`src/rtl/vag_pkg.sv`:
```
package vag_pkg;
    typedef enum logic [1:0] {
        AM_UNIT   = 2'd0,
        AM_STRIDE = 2'd1,
        AM_INDEX  = 2'd2,
        AM_STR2   = 2'd3
    } amode_e;
endpackage

```
`src/rtl/vag_bank_timer.sv`:
```
module vag_bank_timer #(
    parameter int NUM_BANKS = 8,
    parameter int BANK_LAT  = 6,
    localparam int BANK_W   = $clog2(NUM_BANKS),
    localparam int CNT_W    = $clog2(BANK_LAT + 1)
) (
    input  logic                 clk,
    input  logic                 rst_n,
    input  logic                 issue,
    input  logic [BANK_W-1:0]    issue_bank,
    output logic [NUM_BANKS-1:0] bank_busy
);
    for (genvar b = 0; b < NUM_BANKS; b++) begin : g_bank
        logic [CNT_W-1:0] cnt_d, cnt_q;

        always_comb begin
            if (issue && issue_bank == BANK_W'(b)) begin
                cnt_d = CNT_W'(BANK_LAT - 1);
            end else if (cnt_q != '0) begin
                cnt_d = cnt_q - 1'b1;
            end else begin
                cnt_d = '0;
            end
        end

        always_ff @(posedge clk) begin
            if (!rst_n) cnt_q <= '0;
            else        cnt_q <= cnt_d;
        end

        assign bank_busy[b] = (cnt_q != '0);
    end
endmodule

```
`src/rtl/vag_addr_mux.sv`:
```
module vag_addr_mux #(
    parameter int ADDR_W = 32,
    parameter int BANK_W = 3
) (
    input  logic              use_index,
    input  logic [ADDR_W-1:0] acc,
    input  logic [ADDR_W-1:0] base,
    input  logic [ADDR_W-1:0] idx_off,
    output logic [ADDR_W-1:0] addr,
    output logic [BANK_W-1:0] bank
);
    always_comb begin
        addr = use_index ? (base + idx_off) : acc;
        bank = addr[BANK_W-1:0];
    end
endmodule

```
`src/rtl/vec_addr_gen.sv`:
```
module vec_addr_gen
    import vag_pkg::*;
#(
    parameter int ADDR_W    = 32,
    parameter int MAX_VL    = 64,
    parameter int VLR_W     = 8,
    parameter int NUM_BANKS = 8,
    parameter int BANK_LAT  = 6,
    localparam int ELEM_W   = $clog2(MAX_VL),
    localparam int BANK_W   = $clog2(NUM_BANKS)
) (
    input  logic              clk,
    input  logic              rst_n,
    input  logic              start,
    input  logic [1:0]        mode,
    input  logic              is_store,
    input  logic [ADDR_W-1:0] base,
    input  logic [ADDR_W-1:0] stride,
    input  logic [VLR_W-1:0]  vlen,
    input  logic [MAX_VL-1:0] mask,
    input  logic              idx_valid,
    input  logic [ADDR_W-1:0] idx_data,
    output logic              idx_ready,
    output logic              req_valid,
    output logic [ADDR_W-1:0] req_addr,
    output logic [ELEM_W-1:0] req_elem,
    output logic [BANK_W-1:0] req_bank,
    output logic              bank_stall,
    output logic              busy,
    output logic              done
);
    typedef struct packed {
        logic              active;
        logic              done;
        logic [ELEM_W-1:0] elem;
        logic [ELEM_W-1:0] last;
        amode_e            mode;
        logic              store;
        logic [MAX_VL-1:0] mask;
        logic [ADDR_W-1:0] base;
        logic [ADDR_W-1:0] step;
        logic [ADDR_W-1:0] acc;
    } seq_t;

    seq_t s_d, s_q;

    logic [NUM_BANKS-1:0] bank_busy;
    logic [ADDR_W-1:0]    cur_addr;
    logic [BANK_W-1:0]    cur_bank;
    logic                 idx_mode, need, avail, issue_ok, advance, tgt_busy;
    logic [VLR_W-1:0]     vl_eff;

    vag_addr_mux #(.ADDR_W(ADDR_W), .BANK_W(BANK_W)) u_mux (
        .use_index (idx_mode),
        .acc       (s_q.acc),
        .base      (s_q.base),
        .idx_off   (idx_data),
        .addr      (cur_addr),
        .bank      (cur_bank)
    );

    vag_bank_timer #(.NUM_BANKS(NUM_BANKS), .BANK_LAT(BANK_LAT)) u_timer (
        .clk        (clk),
        .rst_n      (rst_n),
        .issue      (req_valid),
        .issue_bank (cur_bank),
        .bank_busy  (bank_busy)
    );

    always_comb begin
        idx_mode   = (s_q.mode == AM_INDEX);
        need       = !(s_q.store && !s_q.mask[s_q.elem]);
        tgt_busy   = bank_busy[cur_bank];
        avail      = !idx_mode || idx_valid;
        issue_ok   = !need || !tgt_busy;
        advance    = s_q.active && avail && issue_ok;
        req_valid  = s_q.active && avail && need && !tgt_busy;
        bank_stall = s_q.active && avail && need && tgt_busy;
        idx_ready  = s_q.active && idx_mode && issue_ok;
        req_addr   = cur_addr;
        req_bank   = cur_bank;
        req_elem   = s_q.elem;
        busy       = s_q.active;
        done       = s_q.done;
        vl_eff     = (vlen > VLR_W'(MAX_VL)) ? VLR_W'(MAX_VL) : vlen;

        s_d      = s_q;
        s_d.done = 1'b0;
        if (advance) begin
            if (s_q.elem == s_q.last) begin
                s_d.active = 1'b0;
                s_d.done   = 1'b1;
            end else begin
                s_d.elem = s_q.elem + 1'b1;
                s_d.acc  = s_q.acc + s_q.step;
            end
        end else if (!s_q.active && start) begin
            if (vl_eff == '0) begin
                s_d.done = 1'b1;
            end else begin
                s_d.active = 1'b1;
                s_d.elem   = '0;
                s_d.last   = ELEM_W'(vl_eff - 1'b1);
                s_d.mode   = amode_e'(mode);
                s_d.store  = is_store;
                s_d.mask   = mask;
                s_d.base   = base;
                s_d.step   = (amode_e'(mode) == AM_UNIT) ? ADDR_W'(1) : stride;
                s_d.acc    = base;
            end
        end
    end

    always_ff @(posedge clk) begin
        if (!rst_n) begin
            s_q <= '{active: 1'b0, done: 1'b0, elem: '0, last: '0, mode: AM_UNIT,
                     store: 1'b0, mask: '0, base: '0, step: '0, acc: '0};
        end else begin
            s_q <= s_d;
        end
    end
endmodule

```
`config.mk`:
```
export PLATFORM = sky130hd
export DESIGN_NAME = vec_addr_gen
export DESIGN_NICKNAME = d
export VERILOG_FILES = /design/src/rtl/vag_pkg.sv /design/src/rtl/vag_bank_timer.sv /design/src/rtl/vag_addr_mux.sv /design/src/rtl/vec_addr_gen.sv
export SDC_FILE = /design/constraint.sdc
export NUM_CORES = 1
export LEC_CHECK = 0
export BUFFER_PORTS_ARGS = -buffer_cell sky130_fd_sc_hd__buf_2
export CAP_MARGIN = 20
export CELL_PAD_IN_SITES_DETAIL_PLACEMENT = 0
export CELL_PAD_IN_SITES_GLOBAL_PLACEMENT = 2
export CORE_MARGIN = 2
export CORE_UTILIZATION = 32
export CTS_CLUSTER_SIZE = 30
export DETAILED_ROUTE_END_ITERATION = 6
export PLACE_DENSITY_LB_ADDON = 0.05
export SLEW_MARGIN = 20
export SYNTH_ARGS = -nofsm -noshare
export SYNTH_HDL_FRONTEND = slang
export SYNTH_SLANG_ARGS = --single-unit
```
`constraint.sdc`:
```
create_clock -name clk -period 4.94 [get_ports clk]
set_clock_uncertainty 0.05 [all_clocks]
set_input_delay 0.741 -clock clk [delete_from_list [all_inputs] [get_ports clk]]
set_output_delay 0.741 -clock clk [all_outputs]
set_load 0.01 [all_outputs]
```
==> out/metrics.csv <==
metric;value;unit
outcome;finished, final reports clean;
crit_path_end_kind;output pin;
synth-main-ff-cell;dfxtp_1;
nFillCells;3952;
cp.arrival;3910;ps
powerDensity;368;nW/um^2
postCtsSetupRepairBufs;0;
fmax;0.213;GHz
seq_area_frac_synth;34.4;%
drive_above_1_share;18.7;%
clock-root-buffer;clkbuf_16;
fin_nets;1948;
synth-compound-area-share;21.5;%
wl;38.0;mm
grt_pass1_vias;10700;
vias_per_cell;5.03;
cp_max_fo;5;
boundaryPins;221;
setup_viol;0;
grt-ovfl-total;0;
coreArea;36300;sq um
worstSkewPairLatency;530;ps
ys_top_cells_by_area;dfxtp_1, nand2_1, ha_1, a21oi_1, mux4_2;
post-synth-top-count-cell;nand2_1;
portBuffers;220;
synth_top_area_share;34.4;%
power;5160;uW
vias;10900;
synthTopCellsByCount;nand2_1, dfxtp_1, a21oi_1;
reg2reg_depth;11;
vdd_drop_max;0.000200;V
grt_max_degree;98;
fin_crit;4700;ps
cts.sinks;201;
numCtsBuffers;25;
start_util;32.3;%
grt_pass1_wl;60.0;mm
hpwl;28.0;mm
antenna_found_initial;9;
postCtsHoldBufs;0;
synth_mux_area_share;4.76;%
required;4150;ps
netlist_area;11700;sq um
leakage;0.00617;uW
ys_seq_elements;201;
die_w;195;um
htreeDepth;1;
setup_tns;0;ps
clk_path_buf_depth;3;
synth_area_per_cell;7.76;sq um
synthArstFlopShare;0;%
gp_congestion;0.871;
slew_headroom;36.1;%
synth_adder_area_share;9.76;%
maxCapViolCount;0;
route.detailed.drc;0;
finalCritPeriodShare;95.2;%
drv_slew;0;
crit_type;reg2out;
die_area;38100;sq um
yosys.area.top_type;dfxtp_1;
hold_violations;0;
drtIter0Drc;371;
die_h;195;um
rsz0062_at_grt;no;
cts.reportedPaths.clkPinSlew;60;ps
rows;70;
hold_path_class;in2reg;
yosys_warnings;0;
grt_use_total;19.6;%
worstMarginPinSlew;959;ps
yosys.area_share.simple;19.7;%
synth_edf_count;0;
hold_depth;3;
first_pass_iters;5;
area_growth;19.9;%
synth_xor_area_share;4.34;%
synth_top_family_by_area;compound AO/OA/AOI/OAI gates;
ys_types;68;
ant_nets;0;
cts_tree;built;
wl_per_cell;17.5;um
cp-start-kind;register;
syn_inst;1507;
syn_nets;1772;
-- per-stage QoR --
stage               worst slack, ps  hold slack [ps]  instance area, sq um  instances  utilization (%)
finish                          237              394                 14000       2170             38.7
global route                   3.46              370                 14000       2168             38.7
CTS                             181              367                 14000       2166             38.6
detailed placement              270              397                 13200       2124             36.4
global placement                256              389                 13200       2124             36.4
floorplan                       788              383                 11700       1507                -
-- cell usage in the layout, fill, tap and decap left out, types with 28 or more instances in the layout --
master / synthesis / routed
nand2_1: 331 / 330
buf_2: 11 / 220
dfxtp_1: 201 / 201
a21oi_1: 199 / 199
ha_1: 88 / 88
o21ai_0: 72 / 72
nor2_1: 71 / 71
inv_1: 58 / 57
nand3_1: 53 / 53
xnor2_1: 34 / 34
a21o_1: 29 / 29
a31oi_1: 28 / 28
-- worst max-delay path, stage by stage, from the launching register on --
cell and delay, ps:
dfxtp_1 410, ha_1 260, a21o_1 160, a21o_1 210, a2111oi_1 480, buf_4 190
nor2_1 90, a21o_1 250, a211oi_1 270, buf_4 190, o2111ai_1 200, o211ai_1 280
nand4_1 120, o311ai_1 90, buf_2 180
-- state kept, by name (all words and copies together), names as in the netlist --
| register | count |
|---|---|
| s_q | 169 |
| u_timer.g_bank.cnt_q | 24 |
| req_elem | 6 |
| busy | 1 |
| done | 1 |
-- metal layers --
layer	wire [um]	up-vias	GRT usage, %
li1	-	5609	-
met1	18100	5020	26.5
met2	17200	223	32.4
met3	1970	46	3.92
met4	563	8	4.16
met5	52	-	0
-- area by class of cell --
type | instances | area (sq um) | area share (%)
flip-flops and latches | 201 | 4020 | 28.7
multi-input cells | 1148 | 7050 | 50.3
clock inverters | 5 | 53.8 | 0.384
well taps | 468 | 586 | 4.18
inverters | 60 | 230 | 1.64
diodes | 4 | 10.0 | 0.0714
repair buffers | 247 | 1340 | 9.57
clock buffers | 37 | 731 | 5.21
-- power by group --
| part | switching, uW | internal [uW] | total, uW |
|---|---|---|---|
| sequential | 122 | 1790 | 1920 |
| combinational | 864 | 599 | 1460 |
| clock | 721 | 1060 | 1780 |
| total | 1710 | 3460 | 5160 |
-- cell families (layout without fill, tap and decap cells) --
| group | count (synthesis) | after routing |
|---|---|---|
| compound gates | 426 | 426 |
| xor+xnor | 58 | 58 |
| fa+ha+maj | 90 | 90 |
| buf+inv | 158 | 349 |
| flops | 201 | 201 |
| mux | 33 | 33 |
| other cells | 0 | 4 |
| simple gates | 541 | 541 |
-- final timing paths --
path	from	end	slack, ps
setup / recovery	s_q[65]	req_addr[29]	240
hold / removal	mask[25]	s_q[121]	390
setup reg to reg	req_elem[0]	req_elem[1]	1270
hold reg to reg	s_q[124]	s_q[124]	400
-- repair_timing --
action                                  CTS  global route
endpoints found under the hold margin     0             0
endpoints found under the setup margin    0             2
gates resized for setup                   0             2
Power figures use the tool's default switching activity.
